`config.mk`:
```
export PLATFORM = sky130hd
export DESIGN_NAME = lin_break_detect
export DESIGN_NICKNAME = d
export VERILOG_FILES = /design/src/rtl/lin_brk_pkg.sv /design/src/rtl/lin_brk_datapath.sv /design/src/rtl/lin_brk_control.sv /design/src/rtl/lin_break_detect.sv
export SDC_FILE = /design/constraint.sdc
export NUM_CORES = 1
export LEC_CHECK = 0
export BUFFER_PORTS_ARGS = -buffer_cell sky130_fd_sc_hd__buf_2
export CORE_MARGIN = 3
export CORE_UTILIZATION = 59
export DETAILED_ROUTE_END_ITERATION = 6
export PLACE_DENSITY = 0.81
export SLEW_MARGIN = 20
export SYNTH_ARGS = -nofsm -noshare
export SYNTH_HDL_FRONTEND = slang
export SYNTH_HIERARCHICAL = 1
export SYNTH_SLANG_ARGS = --single-unit
```
`constraint.sdc`:
```
create_clock -name clk -period 5.7 [get_ports clk]
set_input_delay 0.855 -clock clk [delete_from_list [all_inputs] [get_ports clk]]
set_output_delay 0.855 -clock clk [all_outputs]
set_load 0.1 [all_outputs]
```
`src/rtl/lin_brk_pkg.sv`:
```
package lin_brk_pkg;

  typedef enum logic [1:0] {
    ST_IDLE   = 2'd0,
    ST_ARMED  = 2'd1,
    ST_WINDOW = 2'd2
  } syncState_t;

  // control -> datapath
  typedef struct packed {
    logic clrLow;
    logic incLow;
    logic pulseFerr;
    logic setBreak;
    logic clrBreak;
    logic openWin;
    logic closeWin;
    logic incEdge;
    logic clrEdge;
  } dpStrobe_t;

  // datapath -> control
  typedef struct packed {
    logic rxLow;
    logic fallEdge;
    logic lowAtFerr;
    logic lowAtThresh;
    logic lowSat;
    logic edgeLast;
  } dpStatus_t;

endpackage

```
`src/rtl/lin_brk_datapath.sv`:
```
module lin_brk_datapath
  import lin_brk_pkg::*;
#(
  parameter int LOW_THRESH  = 11,
  parameter int FERR_BITS   = 9,
  parameter int SYNC_EDGES  = 5,
  parameter int SYNC_STAGES = 2
) (
  input  logic       clk,
  input  logic       rstN,
  input  logic       rxIn,
  input  dpStrobe_t  strobe,
  output dpStatus_t  status,
  output logic       breakFlag,
  output logic       frameErrHint,
  output logic       captureWin
);

  localparam int LOW_SAT = LOW_THRESH + 1;
  localparam int CNT_W   = $clog2(LOW_SAT + 1);
  localparam int EDGE_W  = $clog2(SYNC_EDGES + 1);

  logic [SYNC_STAGES-1:0] syncQ;
  logic                   rxSync;
  logic                   rxPrev;
  logic [CNT_W-1:0]       lowCnt;
  logic [EDGE_W-1:0]      edgeCnt;

  assign rxSync = syncQ[SYNC_STAGES-1];

  // input resynchronizer, idles recessive
  always_ff @(posedge clk or negedge rstN) begin
    if (!rstN) begin
      syncQ  <= '1;
      rxPrev <= 1'b1;
    end else begin
      syncQ  <= {syncQ[SYNC_STAGES-2:0], rxIn};
      rxPrev <= rxSync;
    end
  end

  // dominant-period counter
  always_ff @(posedge clk or negedge rstN) begin
    if (!rstN)               lowCnt <= '0;
    else if (strobe.clrLow)  lowCnt <= '0;
    else if (strobe.incLow)  lowCnt <= lowCnt + 1'b1;
  end

  // sync-field edge counter
  always_ff @(posedge clk or negedge rstN) begin
    if (!rstN)               edgeCnt <= '0;
    else if (strobe.clrEdge) edgeCnt <= '0;
    else if (strobe.incEdge) edgeCnt <= edgeCnt + 1'b1;
  end

  // flags and window level
  always_ff @(posedge clk or negedge rstN) begin
    if (!rstN) begin
      breakFlag    <= 1'b0;
      frameErrHint <= 1'b0;
      captureWin   <= 1'b0;
    end else begin
      frameErrHint <= strobe.pulseFerr;
      if (strobe.setBreak)      breakFlag <= 1'b1;
      else if (strobe.clrBreak) breakFlag <= 1'b0;
      if (strobe.openWin)       captureWin <= 1'b1;
      else if (strobe.closeWin) captureWin <= 1'b0;
    end
  end

  always_comb begin
    status.rxLow       = ~rxSync;
    status.fallEdge    = rxPrev & ~rxSync;
    status.lowAtFerr   = (lowCnt == CNT_W'(FERR_BITS - 1));
    status.lowAtThresh = (lowCnt == CNT_W'(LOW_THRESH));
    status.lowSat      = (lowCnt == CNT_W'(LOW_SAT));
    status.edgeLast    = (edgeCnt == EDGE_W'(SYNC_EDGES - 1));
  end

  // the counter never passes its saturation value
  p_lowcnt_bounded_r8: assert property (@(posedge clk) disable iff (!rstN)
    lowCnt <= CNT_W'(LOW_SAT));

  // edge counter stays below the closing count
  p_edge_bounded_r6: assert property (@(posedge clk) disable iff (!rstN)
    edgeCnt < EDGE_W'(SYNC_EDGES));

  // hint is a single-clock pulse
  p_ferr_single_r2: assert property (@(posedge clk) disable iff (!rstN)
    frameErrHint |=> !frameErrHint);

  // flag falls only after a clear strobe
  p_clear_only_by_write_r3: assert property (@(posedge clk) disable iff (!rstN)
    $fell(breakFlag) |-> $past(strobe.clrBreak));

endmodule

```
`src/rtl/lin_brk_control.sv`:
```
module lin_brk_control
  import lin_brk_pkg::*;
(
  input  logic      clk,
  input  logic      rstN,
  input  logic      linEn,
  input  logic      bitTick,
  input  logic      breakClrWr,
  input  dpStatus_t status,
  output dpStrobe_t strobe
);

  syncState_t state, stateNext;

  always_ff @(posedge clk or negedge rstN) begin
    if (!rstN) state <= ST_IDLE;
    else       state <= stateNext;
  end

  always_comb begin
    strobe    = '0;
    stateNext = state;

    if (!linEn) begin
      strobe.clrLow   = 1'b1;
      strobe.closeWin = 1'b1;
      strobe.clrEdge  = 1'b1;
      stateNext       = ST_IDLE;
    end else begin
      // dominant-period measurement
      if (!status.rxLow) begin
        strobe.clrLow = 1'b1;
      end else if (bitTick && !status.lowSat) begin
        strobe.incLow    = 1'b1;
        strobe.pulseFerr = status.lowAtFerr;
        strobe.setBreak  = status.lowAtThresh;
      end

      // sync-field framing
      if (strobe.setBreak) begin
        strobe.closeWin = 1'b1;
        strobe.clrEdge  = 1'b1;
        stateNext       = ST_ARMED;
      end else begin
        unique case (state)
          ST_ARMED: if (status.fallEdge) begin
            strobe.openWin = 1'b1;
            strobe.incEdge = 1'b1;
            stateNext      = ST_WINDOW;
          end
          ST_WINDOW: if (status.fallEdge) begin
            if (status.edgeLast) begin
              strobe.closeWin = 1'b1;
              strobe.clrEdge  = 1'b1;
              stateNext       = ST_IDLE;
            end else begin
              strobe.incEdge = 1'b1;
            end
          end
          default: ;
        endcase
      end
    end

    // a new break takes precedence over the clear strobe
    strobe.clrBreak = breakClrWr & ~strobe.setBreak;
  end

  // a break always leaves the framer armed
  p_break_rearms_r10: assert property (@(posedge clk) disable iff (!rstN)
    strobe.setBreak |=> (state == ST_ARMED));

  // disabled mode returns to idle
  p_disable_idles_r9: assert property (@(posedge clk) disable iff (!rstN)
    !linEn |=> (state == ST_IDLE));

  p_state_legal: assert property (@(posedge clk) disable iff (!rstN)
    state != 2'b11);

endmodule

```
`src/rtl/lin_break_detect.sv`:
```
module lin_break_detect
  import lin_brk_pkg::*;
#(
  parameter int LOW_THRESH  = 11,
  parameter int FERR_BITS   = 9,
  parameter int SYNC_EDGES  = 5,
  parameter int SYNC_STAGES = 2
) (
  input  logic clk,
  input  logic rstN,
  input  logic linEn,
  input  logic rxIn,
  input  logic bitTick,
  input  logic breakClrWr,
  output logic breakFlag,
  output logic breakIrq,
  output logic frameErrHint,
  output logic captureWin
);

  dpStrobe_t strobe;
  dpStatus_t status;

  lin_brk_control u_control (
    .clk        (clk),
    .rstN       (rstN),
    .linEn      (linEn),
    .bitTick    (bitTick),
    .breakClrWr (breakClrWr),
    .status     (status),
    .strobe     (strobe)
  );

  lin_brk_datapath #(
    .LOW_THRESH  (LOW_THRESH),
    .FERR_BITS   (FERR_BITS),
    .SYNC_EDGES  (SYNC_EDGES),
    .SYNC_STAGES (SYNC_STAGES)
  ) u_datapath (
    .clk          (clk),
    .rstN         (rstN),
    .rxIn         (rxIn),
    .strobe       (strobe),
    .status       (status),
    .breakFlag    (breakFlag),
    .frameErrHint (frameErrHint),
    .captureWin   (captureWin)
  );

  assign breakIrq = breakFlag;

  // a freshly set flag coincides with a saturated count
  p_break_at_sat_r1: assert property (@(posedge clk) disable iff (!rstN)
    $rose(breakFlag) |-> status.lowSat);

  // window opens only on a falling edge
  p_win_opens_on_edge_r5: assert property (@(posedge clk) disable iff (!rstN)
    $rose(captureWin) |-> $past(status.fallEdge));

  // disabled mode keeps the window low
  p_win_low_disabled_r9: assert property (@(posedge clk) disable iff (!rstN)
    !linEn |=> !captureWin);

endmodule

```
==> results of run 1 <==
-- cells in the mapped netlist (all sizes together) (2+ instances only) --
cell,number
a21bo,2
a21o,2
a21oi,3
and2,4
and3b,2
buf,3
dfrtp,12
dfstp,3
ha,6
inv,12
mux2i,2
nand2,3
nand3b,2
nor2,5
nor2b,4
o21ai,2
xnor2,2
-- state kept, by name, summed over array words and instances (netlist names) --
register	flops
u_datapath/lowCnt	4
u_control/state	2
u_datapath/rxPrev	1
u_datapath/frameErrHint	1
u_datapath/captureWin	1
u_datapath/syncQ	2
u_datapath/breakFlag	1
u_datapath/edgeCnt	3
-- final cells by class --
| cell class | instances | area, µm² | area share |
|---|---|---|---|
| tap | 15 | 18.8 | 0.0205 |
| multi-input combinational | 50 | 398 | 0.436 |
| sequential | 15 | 379 | 0.415 |
| timing repair buffer | 9 | 45.0 | 0.0493 |
| inverter | 12 | 45.0 | 0.0493 |
| clock inverter | 1 | 5.00 | 0.00548 |
| clock buffer | 3 | 22.5 | 0.0247 |
-- power breakdown --
group          internal [mW]  total, mW  switching [mW]
Combinational        0.00666     0.0173          0.0107
Clock                 0.0261     0.0618          0.0357
Sequential             0.109      0.111         0.00135
-- cells by family (layout without fill, tap and decap cells) --
group | count (synthesis) | count (layout) | synth area share
xor gates and xnor gates | 2 | 2 | 0.0207
adders and majority gates | 6 | 6 | 0.0889
muxes | 3 | 3 | 0.0415
DFF | 15 | 15 | 0.449
and+or+nand+nor | 26 | 26 | 0.210
buffers and inverters | 15 | 25 | 0.0800
AOI/OAI and AO/OA | 13 | 13 | 0.110
-- final timing paths --
path	startpoint	to	slack, ps	cells past startpoint
min in group asynchronous	rstN	u_datapath/breakFlag	450	1
setup / recovery	u_datapath/lowCnt[0]	u_datapath/edgeCnt[1]	3510	7
hold / removal	u_datapath/syncQ[0]	u_datapath/syncQ[1]	360	0
setup reg to reg	u_datapath/lowCnt[0]	u_datapath/edgeCnt[1]	3510	7
hold reg to reg	u_datapath/syncQ[0]	u_datapath/syncQ[1]	360	0
max in group asynchronous	rstN	u_datapath/syncQ[0]	4950	1
-- worst max-delay path, stage by stage (launching register included) --
cell and delay, ps:
dfrtp_1 420, ha_1 240, and3b_1 220, nand4b_4 110
nand2_1 90, nor4b_1 680, mux2i_1 270, nor2_1 50
-- stage by stage --
step | worst slack (ps) | hold slack (ps)
after floorplan | 3510 | 345
after global placement | 3470 | 346
after detailed placement | 3410 | 352
after CTS | 3500 | 366
after global routing | 3270 | 368
final | 3510 | 362
-- metal layers --
layer	vias up	routed length, µm	GRT usage
met4	0	47	0.0904
met1	264	658	0.213
met2	17	558	0.215
met3	6	69	0.0498
met5	-	0	0
li1	283	-	-
==> results.sh, run 1 <==
export IMPL_dr_total_vias=570
export IMPL_relSlewSlack=0.455
export IMPL_worst_setup_path_end_kind="flip-flop"
export IMPL_final_util=0.693
export IMPL_vias_per_cell=5.43
export IMPL_synth_edff_count=0
export IMPL_status="finished, final reports clean"
export IMPL_antenna_left=0
export IMPL_setup_viol=0
export IMPL_maxSlewViolCount=0
export IMPL_yosys_warnings=6
export IMPL_max_freq_ghz=0.457
export IMPL_cp_required_ps=5880
export IMPL_place_inst=101
export IMPL_placed_cell_area_um2=886
export IMPL_fin_cells=105
export IMPL_cts_buffer_depth=2
export IMPL_post_cts_buffers=0
export IMPL_initial_utilization=0.641
export IMPL_cts_root_buf="clkbuf_4"
export IMPL_track_usage=0.156
export IMPL_finClkSkew_ps=4.61
export IMPL_critPathMaxFanout=4
export IMPL_cp_arrival_ps=2370
export IMPL_grt_pass1_wl_mm=2.18
export IMPL_yosysSeqAreaShare=0.449
export IMPL_timing_final_crit_share=0.384
export IMPL_leakagePower_nw=0.487
export IMPL_grt_overflow=0
export IMPL_die_h_um=43.8
export IMPL_die_w_um=43.8
export IMPL_synth_fp_nets=92
export IMPL_cts_hold_repair_buffers=0
export IMPL_fin_crit_ps=2190
export IMPL_grt_pass1_vias=511
export IMPL_hp_class="flip-flop to flip-flop"
export IMPL_fp_dieArea_um2=1920
export IMPL_ir_worst_vdd_uv=132
export IMPL_synthCells=80
export IMPL_final_cell_area_um2=913
export IMPL_first_iter_violations=21
export IMPL_num_fill_cells=99
export IMPL_route_detailed_drc=0
export IMPL_nets=103
export IMPL_grt_start_max_net_pins=16
export IMPL_finalWeightedCongestion=0.822
export IMPL_drive_gt1_frac=0.244
export IMPL_cts_repair_resized=0
export IMPL_cts_sinks=15
export IMPL_clk_pin_slew_worst_paths_ps=90
export IMPL_dp_hpwl_mm=1.00
export IMPL_hold_viol_final=0
export IMPL_netlist_area_um2=845
export IMPL_ys_types=29
export IMPL_dr_pass1_iters=4
export IMPL_io_buffers=9
export IMPL_power_density_nw_per_um2=208
export IMPL_synth_top_area_cell="dfrtp_1"
export IMPL_wirelength_mm=1.33
export IMPL_worst_setup_path_start_kind="flip-flop"
export IMPL_ys_ff_latch=15
export IMPL_drv_cap=0
export IMPL_rows=13
export IMPL_async_reset_ff_frac=1.00
export IMPL_path_class="flip-flop to flip-flop"
export IMPL_total_power_mw=0.190
export IMPL_worst_pin_slew_ps=806
export IMPL_clk_latency_ps=290
export IMPL_htreeDepth=1
export IMPL_detail_route_wl_per_cell_um=12.7
export IMPL_synth_top_area_frac=0.356
export IMPL_final_cell_mix="12 x inv_1, 12 x dfrtp_1, 9 x buf_2"
export IMPL_synth_ff_type="dfrtp_1"
export IMPL_synth_area_top_cells="dfrtp_1 36%, dfstp_2 9.3%, ha_1 8.9%"
export IMPL_syn2layout_area_growth_pct=8.15
export IMPL_cts_made_buffers=3
export IMPL_fin_setup_tns_ps=0
export IMPL_avgSynthCellArea_um2=10.6
export IMPL_diodes=0
export IMPL_core_area_um2=1320
export IMPL_rsz0062_at_grt="false"
export IMPL_cts_tree="done"
export IMPL_antenna_found_initial=0
export IMPL_ioPinCount=10
(Power assumes the default switching activity.)
==> inputs of run 2 (changes only) <==
--- a/config.mk
+++ b/config.mk
@@ -5,11 +5,12 @@
 export SDC_FILE = /design/constraint.sdc
 export NUM_CORES = 1
 export LEC_CHECK = 0
+export ABC_AREA = 1
 export BUFFER_PORTS_ARGS = -buffer_cell sky130_fd_sc_hd__buf_2
 export CORE_MARGIN = 3
-export CORE_UTILIZATION = 59
+export CORE_UTILIZATION = 50
 export DETAILED_ROUTE_END_ITERATION = 6
-export PLACE_DENSITY = 0.81
+export PLACE_DENSITY = 0.73
 export SLEW_MARGIN = 20
 export SYNTH_ARGS = -nofsm -noshare
 export SYNTH_HDL_FRONTEND = slang
==> constraint.sdc (replaced) <==
create_clock -name clk -period 1.9 [get_ports clk]
set_input_delay 0.285 -clock clk [delete_from_list [all_inputs] [get_ports clk]]
set_output_delay 0.285 -clock clk [all_outputs]
set_load 0.1 [all_outputs]
==> run 2 against run 1 <==
Setup slack worse by 3400 ps. Die area is 20% higher. Critical path type unchanged. Utilization is 7.9 points lower. Combinational power grew to 6.0 times the previous value. Critical endpoint is now u_datapath/edgeCnt[2]. Count of clock-buffer cells in the layout stayed put. Non-clock buffer count is 1 higher. Wire length is 11% higher.
==> results.sh, run 2 <==
export IMPL_status="finished, final reports clean"
export IMPL_synthCells=102
export IMPL_grt_overflow=0
export IMPL_cts_buffer_depth=2
export IMPL_finClkSkew_ps=2.79
export IMPL_ioPinCount=10
export IMPL_slowest_stage="dfrtp_1"
export IMPL_antenna_found_initial=0
export IMPL_final_common_cell="inv_1"
export IMPL_clk_pin_slew_worst_paths_ps=90
export IMPL_avgSynthCellArea_um2=8.64
export IMPL_track_usage=0.151
export IMPL_synth_area_top_cells="dfrtp_1 34%, inv_1 9.4%, dfstp_2 8.9%"
export IMPL_ys_types=24
export IMPL_largest_register="u_datapath/lowCnt"
export IMPL_vias_per_cell=5.06
export IMPL_critPathMaxFanout=5
export IMPL_total_power_mw=0.631
export IMPL_die_h_um=48.0
export IMPL_yosys_warnings=6
export IMPL_die_w_um=48.0
export IMPL_leakagePower_nw=0.461
export IMPL_fin_cells=129
export IMPL_grt_pass1_wl_mm=2.30
export IMPL_initial_utilization=0.559
export IMPL_drv_cap=0
export IMPL_final_util=0.614
export IMPL_slowest_delay_ps=410
export IMPL_netlist_area_um2=881
export IMPL_first_iter_violations=8
export IMPL_async_reset_ff_frac=1.00
export IMPL_synth_common_cells="22 x inv_1, 14 x nand2_1, 12 x dfrtp_1"
export IMPL_cts_made_buffers=3
export IMPL_core_area_um2=1580
export IMPL_hold_depth=1
export IMPL_htreeDepth=1
export IMPL_relSlewSlack=0.675
export IMPL_synth_top_area_cell="dfrtp_1"
export IMPL_r2r_start="u_datapath/lowCnt[0]"
export IMPL_synth_ff_type="dfrtp_1"
export IMPL_maxSlewViolCount=0
export IMPL_cts_sinks=15
export IMPL_timing_final_crit_share=0.918
export IMPL_cts_tree="done"
export IMPL_synth_top_area_frac=0.341
export IMPL_hold_viol_final=0
export IMPL_grt_pass1_vias=596
export IMPL_worstSetupEndpoint="u_datapath/edgeCnt[2]"
export IMPL_final_cell_mix="22 x inv_1, 14 x nand2_1, 12 x dfrtp_1"
export IMPL_power_density_nw_per_um2=651
export IMPL_cp_required_ps=2050
export IMPL_synth_edff_count=0
export IMPL_wirelength_mm=1.48
export IMPL_grt_start_max_net_pins=16
export IMPL_route_detailed_drc=0
export IMPL_dr_total_vias=653
export IMPL_cts_root_buf="clkbuf_4"
export IMPL_largest_register_ffs=4
export IMPL_place_inst=124
export IMPL_ir_worst_vdd_uv=492
export IMPL_dr_pass1_iters=4
export IMPL_placed_cell_area_um2=923
export IMPL_fin_setup_tns_ps=0
export IMPL_drive_gt1_frac=0.283
export IMPL_yosysSeqAreaShare=0.430
export IMPL_max_freq_ghz=0.573
export IMPL_setup_viol=0
export IMPL_cp_arrival_ps=1900
export IMPL_rsz0062_at_grt="false"
export IMPL_top_regs="u_datapath/lowCnt x4, u_datapath/edgeCnt x3"
export IMPL_finalWeightedCongestion=0.839
export IMPL_path_buf_inv=3
export IMPL_path_class="flip-flop to flip-flop"
export IMPL_fp_dieArea_um2=2300
export IMPL_hp_start="rxIn"
export IMPL_fin_crit_ps=1740
export IMPL_detail_route_wl_per_cell_um=11.5
export IMPL_worst_setup_path_end_kind="flip-flop"
export IMPL_io_buffers=9
export IMPL_hp_class="input pin to flip-flop"
export IMPL_yosysMostFrequentCell="inv_1"
export IMPL_cp_common_cell="inv_1"
export IMPL_rrSetupSlack_ps=160
export IMPL_crit_cells=10
export IMPL_ys_ff_latch=15
export IMPL_worst_setup_path_start_kind="flip-flop"
export IMPL_nets=126
export IMPL_cp_startpoint="u_datapath/lowCnt[0]"
export IMPL_dp_hpwl_mm=1.11
export IMPL_critical_path_cell_chain="inv_1, ha_1, inv_1, nor3_1, inv_1, nand4_4, nand2_2, nor2_4, nand3_1, nor3b_2"
export IMPL_reg2reg_to="u_datapath/edgeCnt[2]"
export IMPL_critPathTopFamily="simple AND/OR/NAND/NOR gates"
export IMPL_clk_latency_ps=280
export IMPL_ff2ff_path_depth=10
export IMPL_rows=14
export IMPL_syn2layout_area_growth_pct=9.94
export IMPL_worst_pin_slew_ps=491
export IMPL_final_cell_area_um2=968
export IMPL_antenna_left=0
export IMPL_synth_fp_nets=114
export IMPL_diodes=0
[run 2: cell count changes after synthesis, sizes merged, moves of 3 or more]
cell / delta
nand3: +5
nor2: +8
nand2: +13
inv: +12
a21oi: +4
nor2b: -4
nor3: +3
and2: -4
[run 2: report_power, final]
part           total [mW]  internal [mW]  switching (mW)
Clock               0.182         0.0781           0.104
Sequential          0.346          0.336          0.0104
Combinational       0.103         0.0367          0.0660
[run 2: per-stage QoR]
stage	setup WS, ps	hold slack, ps
after floorplan	228	-10.6
after global placement	111	206
after detailed placement	23.1	204
after CTS	3.47	80.3
after global routing	8.93	74.1
final	155	93.8
[run 2: layout make-up]
cell class	instances	area, µm²
clock buffers	3	22.5
clock inverters	1	5.00
fillers	136	608
inverters	25	93.8
multi-input cells	59	393
flip-flops and latches	15	379
well taps	16	20.0
repair buffers	10	55.1
[run 2: cell families (layout without fill, tap and decap cells)]
logic type,after synthesis,after routing,share of synthesized area
xor gates and xnor gates,1,1,0.00994
and+or+nand+nor,40,40,0.257
AOI/OAI and AO/OA,12,12,0.0852
adders and majority gates,6,6,0.0852
DFF,15,15,0.430
buffers and inverters,28,39,0.132
[run 2: repair_timing]
item / CTS / global route
setup buffers: 0 / 0
endpoints found under the setup margin: 0 / 3
hold endpoints to repair: 12 / 0
hold buffers: 1 / 0
resized for setup: 0 / 2
[run 2: per-layer routing]
layer  track usage  share of wire  vias up
li1              -              -      334
met1         0.156           0.44      304
met2         0.269           0.51       13
met3        0.0451          0.048        2
met4        0.0806         0.0068        0
met5             0              0        -
[run 2: worst min-delay path by stage]
stage / to / slack [ps]
global placement: u_control/state[1] / 210
floorplan: u_control/state[0] / -10
global route: u_datapath/syncQ[0] / 70
CTS: u_datapath/syncQ[0] / 80
finish: u_datapath/syncQ[0] / 90
detailed placement: u_control/state[1] / 200
==> inputs of run 3 (changes only) <==
--- a/config.mk
+++ b/config.mk
@@ -10,6 +10,7 @@
 export CORE_MARGIN = 3
 export CORE_UTILIZATION = 50
 export DETAILED_ROUTE_END_ITERATION = 6
+export MAX_ROUTING_LAYER = met4
 export PLACE_DENSITY = 0.73
 export SLEW_MARGIN = 20
 export SYNTH_ARGS = -nofsm -noshare
==> run 3 against run 2 <==
Die area did not move. Largest power group unchanged. Register-to-register slack lost 20 ps. Maximum frequency is 0.96% lower. Clock power hardly changed.
==> results.sh, run 3 (synthesis gave the netlist of run 2 again) <==
export IMPL_nets=126
export IMPL_antenna_left=0
export IMPL_place_inst=124
export IMPL_cts_tree="done"
export IMPL_r2r_start="u_datapath/lowCnt[0]"
export IMPL_drv_cap=0
export IMPL_intPower_mw=0.451
export IMPL_htreeDepth=1
export IMPL_vias_per_cell=5.06
export IMPL_worst_pin_slew_ps=491
export IMPL_hp_start="rxIn"
export IMPL_track_usage=0.155
export IMPL_pre_cts_ws_ps=23.1
export IMPL_power_density_nw_per_um2=653
export IMPL_drive_gt1_frac=0.283
export IMPL_cp_common_cell="inv_1"
export IMPL_rsz0062_at_grt="false"
export IMPL_rows=14
export IMPL_ir_worst_vdd_uv=493
export IMPL_final_common_cell="inv_1"
export IMPL_cts_buffer_depth=2
export IMPL_p_switching_mw=0.181
export IMPL_cts_made_buffers=3
export IMPL_fin_cells=129
export IMPL_clk_latency_ps=280
export IMPL_worst_setup_path_start_kind="flip-flop"
export IMPL_wirelength_mm=1.47
export IMPL_combPwrFrac=0.164
export IMPL_top_regs="u_datapath/lowCnt x4, u_datapath/edgeCnt x3"
export IMPL_antenna_found_initial=0
export IMPL_fin_crit_ps=1760
export IMPL_grt_start_max_net_pins=16
export IMPL_die_h_um=48.0
export IMPL_grt_overflow=0
export IMPL_path_class="flip-flop to flip-flop"
export IMPL_ff2ff_path_depth=10
export IMPL_total_power_mw=0.632
export IMPL_slowest_stage="dfrtp_1"
export IMPL_critPathMaxFanout=5
export IMPL_dr_pass1_iters=4
export IMPL_final_cell_area_um2=968
export IMPL_finalWeightedCongestion=0.852
export IMPL_max_freq_ghz=0.568
export IMPL_detail_route_wl_per_cell_um=11.4
export IMPL_die_w_um=48.0
export IMPL_io_buffers=9
export IMPL_status="finished, final reports clean"
export IMPL_p_clk_frac=0.288
export IMPL_switching_share=0.287
export IMPL_hold_depth=1
export IMPL_maxSlewViolCount=0
export IMPL_p_seq_frac=0.547
export IMPL_slowest_delay_ps=410
export IMPL_fp_dieArea_um2=2300
export IMPL_fin_setup_tns_ps=0
export IMPL_dp_hpwl_mm=1.11
export IMPL_num_fill_cells=136
export IMPL_final_cell_mix="22 x inv_1, 14 x nand2_1, 12 x dfrtp_1"
export IMPL_placed_cell_area_um2=923
export IMPL_setup_viol=0
export IMPL_fin_ws_ps=138
export IMPL_ioPinCount=10
export IMPL_hold_slack_ps=93.9
export IMPL_final_util=0.614
export IMPL_clk_pin_slew_worst_paths_ps=90
export IMPL_route_detailed_drc=0
export IMPL_diodes=0
export IMPL_initial_utilization=0.559
export IMPL_leakagePower_nw=0.461
export IMPL_largest_register_ffs=4
export IMPL_hold_viol_final=0
export IMPL_relSlewSlack=0.675
export IMPL_cp_arrival_ps=1920
export IMPL_syn2layout_area_growth_pct=9.94
export IMPL_core_area_um2=1580
export IMPL_dr_total_vias=653
export IMPL_cts_root_buf="clkbuf_4"
export IMPL_critical_path_cell_chain="inv_1, ha_1, inv_1, nor3_1, inv_1, nand4_4, nand2_2, nor2_4, nand3_1, nor3b_2"
export IMPL_cts_sinks=15
export IMPL_timing_final_crit_share=0.927
export IMPL_largest_register="u_datapath/lowCnt"
export IMPL_worst_setup_path_end_kind="flip-flop"
export IMPL_rrSetupSlack_ps=140
export IMPL_hp_class="input pin to flip-flop"
export IMPL_min_to="u_datapath/syncQ[0]"
export IMPL_cp_required_ps=2060
export IMPL_reg2reg_to="u_datapath/edgeCnt[2]"
export IMPL_grt_pass1_vias=595
export IMPL_first_iter_violations=8
export IMPL_finClkSkew_ps=3.40
export IMPL_grt_pass1_wl_mm=2.31
[run 3: cell counts in the layout (fill, tap and decap cells not counted)]
Identical to the previous run, type by type.
[run 3: critical path: cells and delay by family, from the launching register on]
family | cells | cell delay [ps]
flops | 1 | 410
buf+inv | 3 | 300
simple gates | 6 | 750
fa+ha+maj | 1 | 180
[run 3: timing repair]
| item | in CTS | in global routing |
|---|---|---|
| hold endpoints to repair | 12 | 0 |
| setup endpoints to repair | 0 | 3 |
| setup buffers | 0 | 0 |
| hold buffers | 1 | 0 |
| resized for setup | 0 | 2 |
[run 3: how the worst max path moves through the flow]
stage,startpoint,to,slack [ps],cells after the start
after global placement,u_datapath/lowCnt[0],u_datapath/edgeCnt[2],110,10
after global routing,u_datapath/lowCnt[0],u_datapath/edgeCnt[2],9,10
final,u_datapath/lowCnt[0],u_datapath/edgeCnt[2],140,10
after CTS,u_datapath/lowCnt[0],u_datapath/edgeCnt[1],3,11
after detailed placement,u_datapath/lowCnt[0],u_datapath/edgeCnt[1],20,11
after floorplan,u_datapath/lowCnt[0],u_datapath/edgeCnt[2],230,10
[run 3: power groups by stage]
stage          Sequential (mW)  Combinational, mW  Clock (mW)
6_report                 0.346              0.104       0.182
3_5_place_dp             0.352              0.101           0
3_3_place_gp             0.351             0.0949           0
2_1_floorplan            0.350             0.0728           0
5_1_grt                  0.348              0.116       0.204
4_1_cts                  0.346              0.103       0.193
[run 3: per-layer routing]
layer | share of wire | global-route usage | vias up
met5 | 0 | - | -
met4 | 0.0081 | 0.0806 | 0
met3 | 0.048 | 0.0451 | 2
met2 | 0.51 | 0.269 | 17
met1 | 0.43 | 0.156 | 301
li1 | - | - | 333
[run 3: area by class of cell]
type                            count  area [µm²]  area share
Clock buffer                        3        22.5      0.0233
Clock inverter                      1        5.00     0.00517
Inverter                           25        93.8      0.0969
Multi-Input combinational cell     59         393       0.406
Sequential cell                    15         379       0.391
Tap cell                           16        20.0      0.0207
Timing Repair Buffer               10        55.1      0.0568
